==> config.mk <==
export PLATFORM = sky130hd
export DESIGN_NAME = exc_lifecycle
export DESIGN_NICKNAME = d
export VERILOG_FILES = /design/src/rtl/exc_pkg.sv /design/src/rtl/exc_edge_detect.sv /design/src/rtl/exc_escalate.sv /design/src/rtl/exc_vec_state.sv /design/src/rtl/exc_lifecycle.sv
export SDC_FILE = /design/constraint.sdc
export NUM_CORES = 1
export LEC_CHECK = 0
export BUFFER_PORTS_ARGS = -buffer_cell sky130_fd_sc_hd__buf_2
export CAP_MARGIN = 20
export CORE_AREA = 10 10 133 135
export DETAILED_ROUTE_END_ITERATION = 6
export DIE_AREA = 0 0 143 145
export GPL_ROUTABILITY_DRIVEN = 0
export PLACE_DENSITY = 0.85
export SLEW_MARGIN = 0
export SYNTH_ARGS = -nofsm -noshare
export SYNTH_HDL_FRONTEND = slang
export SYNTH_SLANG_ARGS = --single-unit
==> constraint.sdc <==
create_clock -name clk_i -period 4.3 [get_ports clk_i]
set_clock_uncertainty 0.15 [all_clocks]
set_input_delay 0.86 -clock clk_i [delete_from_list [all_inputs] [get_ports clk_i]]
set_output_delay 0.86 -clock clk_i [all_outputs]
set_load 0.05 [all_outputs]
==> src/rtl/exc_pkg.sv <==
package exc_pkg;
  localparam int FIRST_EXT    = 16;  // external line 0 maps here
  localparam int MIN_PEND_VEC = 2;   // vectors below never pend
  localparam int NMI_VEC      = 2;
  localparam int HARD_VEC     = 3;
  localparam int SYNC_END     = 14;  // synchronous range is [HARD_VEC, SYNC_END)
  localparam int TRIG_W       = 9;
endpackage

==> src/rtl/exc_edge_detect.sv <==
module exc_edge_detect #(
  parameter int N = 8
) (
  input  logic         clk_i,
  input  logic         rst_ni,
  input  logic [N-1:0] lvl_i,
  output logic [N-1:0] rise_o
);
  logic [N-1:0] lvl_q;

  always_ff @(posedge clk_i or negedge rst_ni) begin
    if (!rst_ni) lvl_q <= '0;
    else         lvl_q <= lvl_i;
  end

  assign rise_o = lvl_i & ~lvl_q;
endmodule

==> src/rtl/exc_escalate.sv <==
module exc_escalate import exc_pkg::*; #(
  parameter int NUM_VEC = 24,
  parameter int PRIO_W  = 8,
  localparam int PW     = PRIO_W + 2
) (
  input  logic [NUM_VEC-1:0]        set_i,
  input  logic [NUM_VEC-1:0]        enable_i,
  input  logic [NUM_VEC*PRIO_W-1:0] prio_i,
  input  logic [PW-1:0]             exec_prio_i,
  output logic [NUM_VEC-1:0]        pass_o,
  output logic                      hard_set_o,
  output logic                      lock_o
);
  localparam logic signed [PW-1:0] HARD_PRIO = -PW'(1);

  logic [NUM_VEC-1:0] esc;

  for (genvar v = 0; v < NUM_VEC; v++) begin : g_vec
    if (v >= HARD_VEC && v < SYNC_END) begin : g_sync
      logic signed [PW-1:0] eff;
      logic                 en_eff;
      if (v == HARD_VEC) begin : g_hard
        assign eff    = HARD_PRIO;
        assign en_eff = 1'b1;
      end else begin : g_cfg
        assign eff    = $signed({2'b00, prio_i[v*PRIO_W +: PRIO_W]});
        assign en_eff = enable_i[v];
      end
      assign esc[v] = set_i[v] && ((eff >= $signed(exec_prio_i)) || !en_eff);
    end else begin : g_async
      assign esc[v] = 1'b0;
    end
  end

  logic any_esc, hard_ok;
  assign any_esc    = |esc;
  assign hard_ok    = $signed(exec_prio_i) > HARD_PRIO;
  assign pass_o     = set_i & ~esc;
  assign hard_set_o = any_esc && hard_ok;
  assign lock_o     = any_esc && !hard_ok;
endmodule

==> src/rtl/exc_vec_state.sv <==
module exc_vec_state import exc_pkg::*; #(
  parameter int NUM_VEC = 24
) (
  input  logic               clk_i,
  input  logic               rst_ni,
  input  logic [NUM_VEC-1:0] pend_set_i,
  input  logic [NUM_VEC-1:0] pend_clr_i,
  input  logic [NUM_VEC-1:0] act_set_i,
  input  logic [NUM_VEC-1:0] act_clr_i,
  output logic [NUM_VEC-1:0] pend_o,
  output logic [NUM_VEC-1:0] act_o
);
  for (genvar v = 0; v < NUM_VEC; v++) begin : g_vec
    if (v < MIN_PEND_VEC) begin : g_rsvd
      assign pend_o[v] = 1'b0;
      assign act_o[v]  = 1'b0;
    end else begin : g_live
      always_ff @(posedge clk_i or negedge rst_ni) begin
        if (!rst_ni) begin
          pend_o[v] <= 1'b0;
          act_o[v]  <= 1'b0;
        end else begin
          // set beats clear
          if (pend_set_i[v])      pend_o[v] <= 1'b1;
          else if (pend_clr_i[v]) pend_o[v] <= 1'b0;
          if (act_set_i[v])       act_o[v]  <= 1'b1;
          else if (act_clr_i[v])  act_o[v]  <= 1'b0;
        end
      end
    end
  end
endmodule

==> src/rtl/exc_lifecycle.sv <==
module exc_lifecycle import exc_pkg::*; #(
  parameter int NUM_EXT = 8,
  parameter int PRIO_W  = 8,
  localparam int NUM_VEC = FIRST_EXT + NUM_EXT,
  localparam int VEC_W   = $clog2(NUM_VEC),
  localparam int PW      = PRIO_W + 2
) (
  input  logic                      clk_i,
  input  logic                      rst_ni,
  input  logic [NUM_EXT-1:0]        irq_lvl_i,
  input  logic [NUM_VEC-1:0]        set_pend_i,
  input  logic [NUM_VEC-1:0]        clr_pend_i,
  input  logic [NUM_VEC-1:0]        enable_i,
  input  logic [NUM_VEC*PRIO_W-1:0] prio_i,
  input  logic [PW-1:0]             exec_prio_i,
  input  logic                      sw_trig_i,
  input  logic [TRIG_W-1:0]         sw_trig_val_i,
  input  logic                      ack_i,
  input  logic [VEC_W-1:0]          ack_vec_i,
  input  logic                      cpl_i,
  input  logic [VEC_W-1:0]          cpl_vec_i,
  output logic [NUM_VEC-1:0]        pend_o,
  output logic [NUM_VEC-1:0]        act_o,
  output logic                      isr_pend_o,
  output logic                      cpl_illegal_o,
  output logic                      cpl_base_o,
  output logic                      hf_forced_o,
  output logic                      lockup_o
);
  logic [NUM_EXT-1:0] ext_rise;
  logic [NUM_VEC-1:0] sw_pass, trig_mask, ack_mask, cpl_mask, repend_mask;
  logic [NUM_VEC-1:0] pend_set, pend_clr;
  logic               hard_set, lock_req, cpl_ok;
  logic [TRIG_W:0]    trig_num;

  exc_edge_detect #(.N(NUM_EXT)) u_edge (
    .clk_i  (clk_i),
    .rst_ni (rst_ni),
    .lvl_i  (irq_lvl_i),
    .rise_o (ext_rise)
  );

  exc_escalate #(.NUM_VEC(NUM_VEC), .PRIO_W(PRIO_W)) u_esc (
    .set_i       (set_pend_i),
    .enable_i    (enable_i),
    .prio_i      (prio_i),
    .exec_prio_i (exec_prio_i),
    .pass_o      (sw_pass),
    .hard_set_o  (hard_set),
    .lock_o      (lock_req)
  );

  assign trig_num = {1'b0, sw_trig_val_i} + (TRIG_W+1)'(FIRST_EXT);

  always_comb begin
    for (int v = 0; v < NUM_VEC; v++) begin
      trig_mask[v] = sw_trig_i && (trig_num == (TRIG_W+1)'(v));
      ack_mask[v]  = ack_i && (ack_vec_i == VEC_W'(v)) && pend_o[v] && enable_i[v];
      cpl_mask[v]  = cpl_i && (cpl_vec_i == VEC_W'(v)) && act_o[v];
    end
  end

  assign cpl_ok = |cpl_mask;

  always_comb begin
    repend_mask = '0;
    for (int i = 0; i < NUM_EXT; i++)
      repend_mask[FIRST_EXT+i] = cpl_mask[FIRST_EXT+i] && irq_lvl_i[i];
  end

  always_comb begin
    pend_set = sw_pass | trig_mask | repend_mask
             | {ext_rise, {FIRST_EXT{1'b0}}};
    pend_set[HARD_VEC] = pend_set[HARD_VEC] | hard_set;
    pend_clr = clr_pend_i | ack_mask;
  end

  exc_vec_state #(.NUM_VEC(NUM_VEC)) u_state (
    .clk_i      (clk_i),
    .rst_ni     (rst_ni),
    .pend_set_i (pend_set),
    .pend_clr_i (pend_clr),
    .act_set_i  (ack_mask),
    .act_clr_i  (cpl_mask),
    .pend_o     (pend_o),
    .act_o      (act_o)
  );

  always_ff @(posedge clk_i or negedge rst_ni) begin
    if (!rst_ni) begin
      cpl_illegal_o <= 1'b0;
      cpl_base_o    <= 1'b0;
      hf_forced_o   <= 1'b0;
      lockup_o      <= 1'b0;
    end else begin
      if (cpl_i) begin
        cpl_illegal_o <= !cpl_ok;
        cpl_base_o    <= ($countones(act_o) <= 1);  // count before retiring
      end
      if (hard_set) hf_forced_o <= 1'b1;
      if (lock_req) lockup_o    <= 1'b1;
    end
  end

  assign isr_pend_o = |pend_o[NUM_VEC-1:FIRST_EXT];
endmodule

==> impl_metrics.tcl <==
set metrics [dict create \
    outcome "finished with violations" \
    failed_checks "setup timing" \
    num_vias 5839 \
    hold_depth 1 \
    synth-simple-area-share_pct 18.10 \
    required_ns 4.36 \
    area_growth_pct 31.09 \
    peakVddDrop_uv 186.2 \
    fin_util_pct 46.96 \
    r2r-end "cpl_base_o" \
    p_leak_nw 3.683 \
    synth_ff_type "dfrtp_1" \
    start_util_pct 35.82 \
    min_from "cpl_illegal_o" \
    grt_max_degree 39 \
    synth_area_leader_cell "dfrtp_1" \
    htree_levels 2 \
    wl_mm 21.55 \
    fin_ws_ns -0.2530 \
    use_met2_pct 32.31 \
    numClockSinks 56 \
    wl_per_cell_um 20.45 \
    drive_gt1_share_pct 32.91 \
    drt_iter0_drc 440 \
    synth_fa_ha_area_share_pct 25.79 \
    grt_pass1_wl_mm 33.29 \
    synth-seq-cells 56 \
    synth_top_family_by_area "adder cells" \
    antenna_found_initial 4 \
    crit_path_end_kind "flop" \
    start_kind "flop" \
    cts_made_buffers 5 \
    placed_area_um2 6875 \
    hpwl_mm 18.76 \
    drc 0 \
    rsz0062_at_grt "yes" \
    ctsHoldBuffers 0 \
    max_slew.worst_pin.slew_ns 0.8157 \
    yosysTopAreaCellShare_pct 26.02 \
    synth-xor-area-share_pct 0 \
    num_io_pins 359 \
    cp_data_arrival_time_ns 4.61 \
    instances_no_fill 1054 \
    power_density_nw_per_um2 326.0 \
    postRouteAntennaNets 0 \
    rows 45 \
    relSlewSlack_pct 45.51 \
    ys_warn_count 0 \
    ctsLongestPathBuffers 2 \
    dp_cells 1042 \
    use_met3_pct 6.193 \
    finalHoldViolCount 0 \
    holdPathEnd "cpl_illegal_o" \
    crit_type "flop to flop" \
    setup_violations 1 \
    final_area_um2 7059 \
    met1_usage_pct 25.00 \
    firstDrtPassIters 5 \
    cp_max_fo 2 \
    reg2reg_depth 12 \
    clkTransAtPathRegs_ns 0.07 \
    synth.distinct_cells 67 \
    cts_root_buf "clkbuf_16" \
    synth.area.mux_share_pct 0.9991 \
    die_y_um 145 \
    synth_edf_count 0 \
    syn-mean-instance-area_um2 8.771 \
    async_reset_ff_share_pct 100.0 \
    grt_pass1_vias 6175 \
    slew_viol_final 0 \
    grt_overflow 0 \
    synth_compound_area_share_pct 21.56 \
    placement.io_buffers 236 \
    coreArea_um2 15030 \
    fin_crit_ns 4.553 \
    top_usage_layer "met2" \
    cts_tree "done" \
    dieArea_um2 20740 \
    synthTopCellsByArea "dfrtp_1 26%, ha_1 20%, inv_1 5.9%" \
    reg2reg_from "u_state.act_o[15]" \
    hp-class "flop to flop" \
    syn_inst 614 \
    max-cap-violations 0 \
    fin_crit_sh_pct 105.9 \
    synth_area_um2 5385 \
    viasPerCell 5.540 \
    grt_usage_pct 20.07 \
    fmax_mhz 219.6 \
    r2r_setup_slack_ns -0.25 \
    die_width_um 143 \
    yosysSeqAreaShare_pct 26.02 \
    nNetsFinal 1270 \
    insertion_delay_ns 0.30 \
]
[placed cells by master, fill, tap and decap left out, drive strengths merged, types with 4 or more instances in the layout]
cell type | synthesis | routed
nor4 | 4 | 4
a22o | 10 | 10
conb | 1 | 4
inv | 86 | 86
fa | 15 | 15
nor2 | 16 | 16
o211ai | 16 | 16
a32o | 4 | 4
ha | 87 | 87
nand3 | 29 | 29
o2111ai | 9 | 9
dfrtp | 56 | 56
a2111oi | 7 | 7
o31ai | 5 | 5
a21oi | 22 | 22
nand2 | 64 | 64
a211oi | 6 | 6
o21a | 5 | 5
a31oi | 11 | 11
nand4 | 5 | 5
nor3b | 4 | 4
and3 | 8 | 8
nor2b | 5 | 5
or3b | 5 | 5
buf | 7 | 253
o21ai | 34 | 34
nor3 | 8 | 8
nand2b | 18 | 18
clkbuf | 8 | 6
nand3b | 4 | 4
a41o | 4 | 4
[area by class of cell]
cell class / count / area (um2)
Fill cell: 1442 / 7974
Tap cell: 188 / 235.2
Clock buffer: 6 / 128.9
Timing Repair Buffer: 253 / 1309
Sequential cell: 56 / 1413
Clock inverter: 2 / 35.03
Multi-Input combinational cell: 459 / 3605
Inverter: 87 / 326.6
Antenna cell: 3 / 7.507
[state kept, by name, indices dropped and copies added (netlist names)]
name,count
hf_forced_o,1
u_edge.lvl_q,8
u_state.pend_o,22
cpl_base_o,1
lockup_o,1
cpl_illegal_o,1
u_state.act_o,22
[Yosys cell counts, types with 4 or more instances]
cell        n
a2111oi_0   7
ha_1       87
nor2b_1     5
inv_1      85
nand2b_1   18
nand2_1    64
o211ai_1   16
o2111ai_1   9
or3b_1      5
nor2_1     16
a41o_1      4
nand3b_1    4
nand4_1     5
o31ai_1     5
o21ai_0    34
a211oi_1    6
a22o_1     10
a32o_1      4
clkbuf_1    8
o21a_1      5
nor3_1      8
buf_4       4
dfrtp_1    56
fa_1       15
a21oi_1    22
and3_1      8
nand3_1    28
a31oi_1    11
nor3b_1     4
[cell families after synthesis]
group           count (synthesis)
flops                          56
mux                             5
fa+ha+maj                     102
other cells                     1
simple gates                  184
compound gates                164
buf+inv                       102
[through the flow]
stage / setup WS (ns) / TNS (ns) / hold slack [ns] / power, mW
5_1_grt: -0.4161 / -0.4161 / 0.3735 / 2.472
3_5_place_dp: -0.3508 / -0.3508 / 0.3295 / 1.823
6_report: -0.2530 / -0.2530 / 0.3379 / 2.302
4_1_cts: -0.3367 / -0.3367 / 0.3456 / 2.295
3_3_place_gp: -0.2859 / -0.2859 / 0.3188 / 1.759
2_1_floorplan: -0.3122 / -0.3122 / 0.3572 / 1.426
[per-layer routing]
layer | vias to the layer above | share of wire [%]
met3 | 50 | 11
li1 | 2743 | -
met5 | - | 0.032
met4 | 2 | 2.2
met2 | 314 | 46
met1 | 2730 | 41
[timing repair]
action                                  4_1_cts  5_1_grt
setup buffers                                 1        0
endpoints found under the setup margin        1        1
hold endpoints to repair                      0        0
pin swaps                                     5        3
resized for setup                             0        1
[worst max-delay path by stage]
| stage | slack, ns | end | startpoint |
|---|---|---|---|
| 2_1_floorplan | -0.31 | cpl_base_o | u_state.act_o[15] |
| 3_3_place_gp | -0.29 | cpl_base_o | u_state.act_o[15] |
| 3_5_place_dp | -0.35 | cpl_base_o | u_state.act_o[15] |
| 4_1_cts | -0.34 | cpl_base_o | u_state.act_o[3] |
| 5_1_grt | -0.42 | cpl_base_o | u_state.act_o[15] |
| 6_report | -0.25 | cpl_base_o | u_state.act_o[15] |
[critical path, stage by stage (launching register included)]
cell and delay, ns:
dfrtp_2 0.43, fa_1 0.53, inv_1 0.05, fa_1 0.46, fa_1 0.49, fa_1 0.53, fa_1 0.42, inv_1 0.07
ha_2 0.18, inv_2 0.04, fa_1 0.49, or4b_4 0.47, o31ai_2 0.17
[report_power, final]
| part | internal, mW | total (mW) | switching [mW] |
|---|---|---|---|
| Clock | 0.275 | 0.467 | 0.192 |
| Combinational | 0.490 | 1.20 | 0.715 |
| Sequential | 0.580 | 0.630 | 0.0502 |
Power figures use the tool's default switching activity.
